==> src/rtl/flag_unit_pkg.sv <==
package flag_unit_pkg;
  localparam int unsigned FLAGS_W = 32;

  localparam int unsigned CF_POS = 0;
  localparam int unsigned PF_POS = 2;
  localparam int unsigned AF_POS = 4;
  localparam int unsigned ZF_POS = 6;
  localparam int unsigned SF_POS = 7;
  localparam int unsigned OF_POS = 11;

  localparam logic [FLAGS_W-1:0] LOAD_MASK  = 32'h003F_7FD5;
  localparam logic [FLAGS_W-1:0] FIXED_ONES = 32'h0000_0002;
  localparam logic [FLAGS_W-1:0] RESET_WORD = FIXED_ONES;

  typedef enum logic [2:0] {
    OP_ADD   = 3'd0,
    OP_ADC   = 3'd1,
    OP_SUB   = 3'd2,
    OP_SBB   = 3'd3,
    OP_LOGIC = 3'd4,
    OP_PASS  = 3'd5
  } op_e;

  typedef struct packed {
    logic of_f;
    logic sf_f;
    logic zf_f;
    logic af_f;
    logic pf_f;
    logic cf_f;
  } cond_t;
endpackage

==> src/rtl/flag_calc.sv <==
module flag_calc
  import flag_unit_pkg::*;
#(
  parameter int unsigned DATA_W = 32
) (
  input  logic [2:0]        op_i,
  input  logic [1:0]        size_i,
  input  logic [DATA_W-1:0] opa_i,
  input  logic [DATA_W-1:0] opb_i,
  input  logic              carry_i,
  input  logic [DATA_W-1:0] res_i,
  output cond_t             cond_o,
  output logic              touch_o
);
  localparam int unsigned NUM_SIZES = $clog2(DATA_W / 8) + 1;

  logic is_sub, is_arith, is_logic, cin;
  logic [NUM_SIZES-1:0] lane_cf, lane_of, lane_zf, lane_sf;
  logic [1:0] sel;

  assign is_sub   = (op_i == OP_SUB) || (op_i == OP_SBB);
  assign is_arith = (op_i <= OP_SBB);
  assign is_logic = (op_i == OP_LOGIC);
  assign cin      = carry_i & ((op_i == OP_ADC) || (op_i == OP_SBB));

  for (genvar s = 0; s < NUM_SIZES; s++) begin : g_lane
    localparam int unsigned W = 8 << s;
    logic a_m, b_m, r_m, co, bo;
    assign a_m = opa_i[W-1];
    assign b_m = opb_i[W-1];
    assign r_m = res_i[W-1];
    // carry/borrow recomputed from operands, only the top bit kept
    assign co = 1'(({1'b0, opa_i[W-1:0]} + {1'b0, opb_i[W-1:0]}
                     + {{W{1'b0}}, cin}) >> W);
    assign bo = 1'(({1'b0, opa_i[W-1:0]} - {1'b0, opb_i[W-1:0]}
                     - {{W{1'b0}}, cin}) >> W);
    assign lane_cf[s] = is_sub ? bo : co;
    assign lane_of[s] = is_sub ? ((a_m ^ b_m) & (r_m ^ a_m))
                               : (~(a_m ^ b_m) & (r_m ^ a_m));
    assign lane_zf[s] = ~|res_i[W-1:0];
    assign lane_sf[s] = r_m;
  end

  assign sel = (int'(size_i) >= NUM_SIZES) ? 2'(NUM_SIZES - 1) : size_i;

  always_comb begin
    cond_o.pf_f = ~^res_i[7:0];
    cond_o.zf_f = lane_zf[sel];
    cond_o.sf_f = lane_sf[sel];
    cond_o.cf_f = is_arith & lane_cf[sel];
    cond_o.of_f = is_arith & lane_of[sel];
    cond_o.af_f = is_arith & (opa_i[4] ^ opb_i[4] ^ res_i[4]);
  end

  assign touch_o = is_arith | is_logic;
endmodule

==> src/rtl/flag_pack.sv <==
module flag_pack
  import flag_unit_pkg::*;
(
  input  logic [FLAGS_W-1:0] cur_i,
  input  cond_t              cond_i,
  output logic [FLAGS_W-1:0] merged_o
);
  always_comb begin
    merged_o         = cur_i;
    merged_o[CF_POS] = cond_i.cf_f;
    merged_o[PF_POS] = cond_i.pf_f;
    merged_o[AF_POS] = cond_i.af_f;
    merged_o[ZF_POS] = cond_i.zf_f;
    merged_o[SF_POS] = cond_i.sf_f;
    merged_o[OF_POS] = cond_i.of_f;
  end
endmodule

==> src/rtl/flag_reg.sv <==
module flag_reg
  import flag_unit_pkg::*;
(
  input  logic               clk_i,
  input  logic               rst_ni,
  input  logic               upd_i,
  input  logic               load_i,
  input  logic [FLAGS_W-1:0] load_val_i,
  input  logic [FLAGS_W-1:0] merged_i,
  output logic [FLAGS_W-1:0] q_o
);
  logic [FLAGS_W-1:0] q_d, q_q;

  always_comb begin
    q_d = q_q;
    if (load_i)     q_d = (load_val_i & LOAD_MASK) | FIXED_ONES;
    else if (upd_i) q_d = merged_i;
  end

  always_ff @(posedge clk_i or negedge rst_ni) begin
    if (!rst_ni) q_q <= RESET_WORD;
    else         q_q <= q_d;
  end

  assign q_o = q_q;
endmodule

==> src/rtl/flag_unit.sv <==
module flag_unit
  import flag_unit_pkg::*;
#(
  parameter int unsigned DATA_W = 32
) (
  input  logic              clk_i,
  input  logic              rst_ni,
  input  logic              upd_en_i,
  input  logic [1:0]        size_i,
  input  logic [2:0]        op_i,
  input  logic [DATA_W-1:0] opa_i,
  input  logic [DATA_W-1:0] opb_i,
  input  logic              carry_i,
  input  logic [DATA_W-1:0] res_i,
  input  logic              load_i,
  input  logic [31:0]       load_val_i,
  output logic [31:0]       flags_o,
  output logic              cf_o,
  output logic              pf_o,
  output logic              af_o,
  output logic              zf_o,
  output logic              sf_o,
  output logic              of_o
);
  cond_t              cond;
  logic               touch;
  logic [FLAGS_W-1:0] cur, merged;

  flag_calc #(.DATA_W(DATA_W)) u_calc (
    .op_i   (op_i),
    .size_i (size_i),
    .opa_i  (opa_i),
    .opb_i  (opb_i),
    .carry_i(carry_i),
    .res_i  (res_i),
    .cond_o (cond),
    .touch_o(touch)
  );

  flag_pack u_pack (
    .cur_i   (cur),
    .cond_i  (cond),
    .merged_o(merged)
  );

  flag_reg u_reg (
    .clk_i     (clk_i),
    .rst_ni    (rst_ni),
    .upd_i     (upd_en_i & touch),
    .load_i    (load_i),
    .load_val_i(load_val_i),
    .merged_i  (merged),
    .q_o       (cur)
  );

  assign flags_o = cur;
  assign cf_o    = cur[CF_POS];
  assign pf_o    = cur[PF_POS];
  assign af_o    = cur[AF_POS];
  assign zf_o    = cur[ZF_POS];
  assign sf_o    = cur[SF_POS];
  assign of_o    = cur[OF_POS];
endmodule

==> config.mk <==
export PLATFORM = sky130hd
export DESIGN_NAME = flag_unit
export DESIGN_NICKNAME = d
export VERILOG_FILES = /design/src/rtl/flag_unit_pkg.sv /design/src/rtl/flag_calc.sv /design/src/rtl/flag_pack.sv /design/src/rtl/flag_reg.sv /design/src/rtl/flag_unit.sv
export SDC_FILE = /design/constraint.sdc
export NUM_CORES = 1
export LEC_CHECK = 0
export BUFFER_PORTS_ARGS = -buffer_cell sky130_fd_sc_hd__buf_2
export CAP_MARGIN = 20
export CORE_MARGIN = 2
export CORE_UTILIZATION = 54
export CTS_CLUSTER_DIAMETER = 150
export DETAILED_ROUTE_END_ITERATION = 10
export PLACE_DENSITY = 0.91
export REMOVE_ABC_BUFFERS = 1
export SYNTH_ARGS = -nofsm -noshare
export SYNTH_HDL_FRONTEND = slang
export SYNTH_HIERARCHICAL = 1
export SYNTH_SLANG_ARGS = --single-unit
==> constraint.sdc <==
create_clock -name clk_i -period 1.4 [get_ports clk_i]
set_input_delay 0.14 -clock clk_i [delete_from_list [all_inputs] [get_ports clk_i]]
set_output_delay 0.14 -clock clk_i [all_outputs]
set_load 0.02 [all_outputs]
==> impl_metrics.ini, run 1 <==
[status]
status = complete, but fails checks
failed_checks = negative setup slack

[sta]
setup_violations = 1
period_needed_ns = 2.68
slew_viol_final = 0
maxSlewHeadroom_pct = 65.6
final-hold-violation-count = 0
worstMarginPinSlew_ns = 0.516
fin_crit_sh_pct = 192
skew_ns = 0
max_freq_mhz = 373
fin_ws_ns = -1.28
rsz0062_at_grt = yes

[clock_tree]
insertion_delay_ns = 0.28
cts_tree = done
post-cts-setup-buffer-count = 0
cts_buffers = 5
clkTransAtPathRegs_ns = 0.07
cts_max_level = 2
max-clock-path-buffers = 2
cts_root_buffer = clkbuf_8
numClockSinks = 32

[final_layout]
final_core_util_pct = 75.2
fill_cells = 509
largest_register_ffs = 32
fin_area_sq_um = 5780
nets = 949
fin_cells = 818
syn2layout_area_growth_pct = 36.3
drive_gt1_share_pct = 39.9

[placed_design]
place.gp.congestion = 0.878
numPortBuffers = 161
place_inst = 808
post-dp-hpwl_um = 9770
dpl_cell_area_sq_um = 5490
post-place-ws_ns = -1.54

[critical_path]
critical_path_class = in -> reg
r2r_setup_slack_ns = 0.56
r2r_start = u_reg/q_o[1]$_DFFE_PN1P_
reg2reg_to = u_reg/q_o[1]$_DFFE_PN1P_
crit_path_start_kind = input port
worst-path-max-fanout = 3
cp.arrival_ns = 2.89
r2r_cells = 2
endpoint_kind = flop
critPathRequiredTime_ns = 1.61

[detailed_routing]
first_pass_iters = 6
met3_wirelength_um = 825
drt_wl_total_um = 12400
drtIter0Drc = 161
drt-met1-wl_um = 4720
via_per_inst = 5.29
remaining_drc_errors = 0
wl_per_cell_um = 15.2
ant_nets = 0
dr_total_vias = 4328
wl_met2_um = 6250
routed.top_layer = met4

[synthesis]
synthArstFlopShare_pct = 100
synth-seq-area-share_pct = 18.9
ys.warnings.count = 6
ys_seq_elements = 32
synth_edf_count = 0
netlist_area_sq_um = 4240
synth_flop_cell = dfrtp_1
synth.avg_cell_area_sq_um = 8.42
syn_inst = 504
synth.distinct_cells = 55

[floorplan]
num_rows = 32
dieArea_sq_um = 8580
core_area_sq_um = 7690
die_w_um = 92.6
ios = 176
fp.dieH_um = 92.6
start_util_pct = 55.2

[worst_hold_path]
hp-start = load_val_i[9]
hold_path.class = in -> reg
min_path_cells = 3
hold_end = u_reg/q_o[9]$_DFFE_PN0P_

[power_and_ir_drop]
powerDensity_nw_per_um2 = 640
p_leak_nw = 3.29
ir_worst_vdd_v = 0.000753

[global_route]
grt.overflow.total = 0
grt_first_pass_wirelength_um = 19200
grt_pass1_vias = 4540
grt_max_degree = 36
grt_antenna_before_repair = 1
track_usage_pct = 27.3

[flow_run]
max_cap_viol_count = 0
-- cell families (layout without fill, tap and decap cells) --
logic type	Yosys count	after routing	share of synthesized area, %
other cells	0	1	0
flops	32	32	18.9
mux	33	33	7.91
simple gates	99	99	11.8
compound gates	83	83	12.8
fa+ha+maj	97	97	28.6
xor+xnor	10	10	2.07
buf+inv	150	361	17.9
-- what timing repair did --
action	CTS	global route
hold endpoints to repair	31	0
endpoints found under the setup margin	1	2
pin swaps	5	9
gates resized for setup	10	12
hold buffers	1	0
-- synth_stat cells, types with 2 or more instances --
cell type,instances,area (sq um)
a221oi_1,3,26.3
mux2i_1,32,320
o21ai_1,17,85.1
nor3b_1,2,15.0
nor4_1,10,62.6
nor2_1,25,93.8
buf_12,2,40.0
a21oi_1,18,90.1
clkbuf_2,2,10.0
o21ai_0,14,70.1
nand3_1,3,15.0
dfrtp_1,31,776
nand2_1,29,109
nor3_1,3,15.0
buf_4,38,285
a211oi_1,3,22.5
xnor2_1,9,78.8
or3_1,4,25.0
nand4_1,7,43.8
and4_1,3,26.3
nor2b_1,5,31.3
a41oi_1,2,17.5
o21bai_1,2,15.0
clkbuf_1,3,11.3
nand2b_1,2,12.5
ha_1,97,1210
inv_1,102,383
o211ai_1,3,22.5
a21o_1,7,52.6
-- layer usage --
metal,global-route usage (%),up-vias
li1,-,2068
met1,30.0,1972
met2,51.1,228
met3,3.99,60
met4,13.5,0
met5,0,-
-- placed cells by master (no fill, tap or decap), drive strengths merged, types with 2 or more instances in the layout --
cell,netlist,routed
a21o,8,8
buf,43,250
nor4,10,10
a41oi,2,2
inv,102,102
o21ai,31,31
and4,4,4
nand4,8,8
a311oi,2,2
nor2b,5,5
mux2i,32,32
nand3,3,3
a211oi,3,3
nor2,25,25
o21bai,2,2
a21oi,18,18
dfrtp,31,31
nand2,29,29
o211ai,3,3
nand2b,2,2
ha,97,97
a221oi,3,3
nor3,3,3
clkbuf,5,5
and2,2,2
nor3b,2,2
xnor2,9,9
o31ai,2,2
or3,4,4
-- worst max-delay path, cell delays in order --
cell	delay, ns
buf_2	0.09
inv_1	0.04
ha_1	0.32
inv_1	0.13
ha_4	0.22
buf_4	0.14
a21oi_1	0.19
o21ai_0	0.12
o21ba_2	0.30
a311oi_2	0.11
o21ai_1	0.30
mux2_4	0.37
o31ai_4	0.19
mux2i_1	0.11
o21ai_1	0.11
-- per-stage QoR --
stage / setup TNS (ns) / power (mW) / hold WS [ns]
2_1_floorplan: -14.75 / 1.86 / -0.156
5_1_grt: -1.40 / 3.93 / 0.0746
6_report: -1.28 / 3.70 / 0.0729
4_1_cts: -1.16 / 3.62 / 0.0679
3_5_place_dp: -1.85 / 2.68 / 0.181
3_3_place_gp: -1.64 / 2.58 / 0.174
-- layout make-up --
cell class	count	area [sq um]	share of cell area [%]
clock buffers	5	68.8	1.19
multi-input cells	322	2840	49.1
diodes	1	2.50	0.0433
inverters	102	383	6.62
clock inverters	3	42.5	0.736
flip-flops and latches	32	802	13.9
well taps	102	128	2.21
repair buffers	251	1510	26.2
-- worst max-delay path by stage --
stage                         start  slack (ns)                  endpoint
after floorplan             op_i[2]       -1.20  u_reg/q_o[0]$_DFFE_PN0P_
after global placement      op_i[2]       -1.42  u_reg/q_o[0]$_DFFE_PN0P_
after detailed placement    op_i[2]       -1.54  u_reg/q_o[0]$_DFFE_PN0P_
after CTS                 opa_i[15]       -1.16  u_reg/q_o[0]$_DFFE_PN0P_
after global routing        op_i[2]       -1.39  u_reg/q_o[0]$_DFFE_PN0P_
final                     opa_i[15]       -1.28  u_reg/q_o[0]$_DFFE_PN0P_
-- power breakdown --
part | internal, mW | switching, mW | leakage (nW)
combinational | 0.875 | 0.916 | 2.82
clock | 0.526 | 0.349 | 0.0541
sequential | 0.984 | 0.0465 | 0.412
total | 2.39 | 1.31 | 3.29
Note: power is estimated with default switching activity, not from simulation.
==> inputs of run 2 (changes only) <==
- CORE_ASPECT_RATIO: unset -> 0.6
==> run 2 against run 1 <==
  * Clock power is 40% higher
  * Final cell count is 0.49% higher
  * The flow still finishes with violations (negative setup slack)
  * Power rose by 14%
  * Highest routed layer unchanged
  * Maximum frequency increased by 5.9%
  * Worst hold slack improved by 0.0048 ns
  * Largest power group unchanged
  * Sequential cell count is the same
  * Clock skew unchanged
  * Wire length is 5.6% higher
==> impl_metrics.ini, run 2 (synthesis results as in run 1) <==
[floorplan]
start_util_pct = 57.0
dieArea_sq_um = 8600
ios = 176
die_w_um = 118
num_rows = 24
core_area_sq_um = 7450
fp.dieH_um = 72.7

[sta]
fin_ws_ns = -1.13
slew_viol_final = 0
period_needed_ns = 2.53
worstMarginPinSlew_ns = 0.699
hold-worst-slack_ns = 0.0776
fin_crit_sh_pct = 181
max_freq_mhz = 395
rsz0062_at_grt = yes
maxSlewHeadroom_pct = 53.4
setup_violations = 1
skew_ns = 0
setup_tns_ns = -1.13
final-hold-violation-count = 0

[power_and_ir_drop]
internal-power_mw = 2.78
ir_worst_vdd_v = 0.000659
p_sw_mw = 1.42
p_leak_nw = 3.33
powerDensity_nw_per_um2 = 690
power_mw = 4.20
comb_power_share_pct = 46.2
clockPowerShare_pct = 29.2
p_sw_share_pct = 33.9
p_seq_share_pct = 24.6

[final_layout]
drive_gt1_share_pct = 44.0
nets = 952
final_cell_mix = buf_2, buf_4, inv_1, ha_1, mux2i_1
syn2layout_area_growth_pct = 43.5
antenna_cells = 0
layout_commonest_cell = buf_2
fin_area_sq_um = 6080
final_core_util_pct = 81.7
fin_cells = 822
largest_register_ffs = 32
fill_cells = 481

[clock_tree]
insertion_delay_ns = 0.27
cts_buffers = 5
clkTransAtPathRegs_ns = 0.05
cts_tree = done
numClockSinks = 32
cts_max_level = 2
cts_root_buffer = clkbuf_16
max-clock-path-buffers = 2

[placed_design]
numPortBuffers = 161
dpl_cell_area_sq_um = 5510
place_inst = 811
post-place-ws_ns = -1.54
post-dp-hpwl_um = 10300
place.gp.congestion = 0.883

[worst_hold_path]
hold_path.class = in -> reg

[critical_path]
critical_path_class = in -> reg
worst-path-max-fanout = 2
cp.arrival_ns = 2.68
critPathRequiredTime_ns = 1.55
endpoint_kind = flop
crit_path_start_kind = input port

[status]
status = complete, but fails checks
failed_checks = negative setup slack

[global_route]
grt_first_pass_wirelength_um = 20300
track_usage_pct = 28.8
grt.overflow.total = 0
grt_max_degree = 51
grt_pass1_vias = 4546
grt_antenna_before_repair = 0

[detailed_routing]
first_pass_iters = 5
ant_nets = 0
drtIter0Drc = 272
wl_per_cell_um = 16.0
dr_total_vias = 4284
remaining_drc_errors = 0
drt_wl_total_um = 13100
via_per_inst = 5.21

[flow_run]
max_cap_viol_count = 0
==> run 2: cell count changes in the layout (fill, tap and decap cells not counted), sizes merged <==
cell / previous run / this run
buf: 250 / 253
diode: 1 / 0
==> run 2: final cells by class <==
cell class / instances / area (sq um) / area share (%)
Sequential cell: 32 / 802 / 13.2
Inverter: 102 / 385 / 6.33
Tap cell: 104 / 130 / 2.14
Clock inverter: 3 / 42.5 / 0.699
Multi-Input combinational cell: 322 / 3040 / 49.9
Timing Repair Buffer: 254 / 1560 / 25.7
Clock buffer: 5 / 125 / 2.06
==> run 2: worst paths after layout <==
check / start / endpoint / slack [ns] / cells past startpoint
max in group asynchronous: rst_ni / u_reg/q_o[5]$_DFFE_PN0P_ / 0.47 / 2
worst min-delay path: load_val_i[20] / u_reg/q_o[20]$_DFFE_PN0P_ / 0.08 / 3
worst max register to register: u_reg/q_o[1]$_DFFE_PN1P_ / u_reg/q_o[1]$_DFFE_PN1P_ / 0.57 / 2
worst min register to register: u_reg/q_o[26]$_DFFE_PN0P_ / u_reg/q_o[26]$_DFFE_PN0P_ / 0.54 / 2
worst max-delay path: opa_i[7] / u_reg/q_o[0]$_DFFE_PN0P_ / -1.13 / 14
min in group asynchronous: rst_ni / u_reg/q_o[25]$_DFFE_PN0P_ / 0.47 / 2
==> run 2: worst max-delay path, stage by stage <==
cell and delay (ns):
buf_2 0.10, inv_1 0.07, ha_4 0.27, buf_4 0.13, nor4_2 0.06, buf_4 0.14
a221oi_1 0.38, o211ai_1 0.26, a211oi_1 0.37, o21ai_0 0.16, a41oi_2 0.30, o31ai_4 0.10
mux2i_1 0.14, o21ai_1 0.07
==> run 2: metal layers <==
layer	GRT usage [%]	vias up	part of all wire [%]
met5	0	-	0
li1	-	2084	-
met1	32.5	1959	40
met3	5.47	45	5.6
met4	11.4	0	3.3
met2	54.7	196	52
==> run 2: timing repair <==
action / 4_1_cts / 5_1_grt
hold buffers: 1 / 0
endpoints found under the hold margin: 31 / 0
pin swaps: 7 / 13
buffers inserted: 0 / 2
gates resized for setup: 16 / 39
endpoints found under the setup margin: 1 / 2
==> run 2: power groups by stage <==
stage	Sequential, mW	Combinational (mW)	Clock, mW
global route	1.04	2.11	1.29
finish	1.03	1.94	1.23
floorplan	1.14	0.724	0
detailed placement	1.05	1.67	0
CTS	1.03	1.74	1.24
global placement	1.04	1.55	0
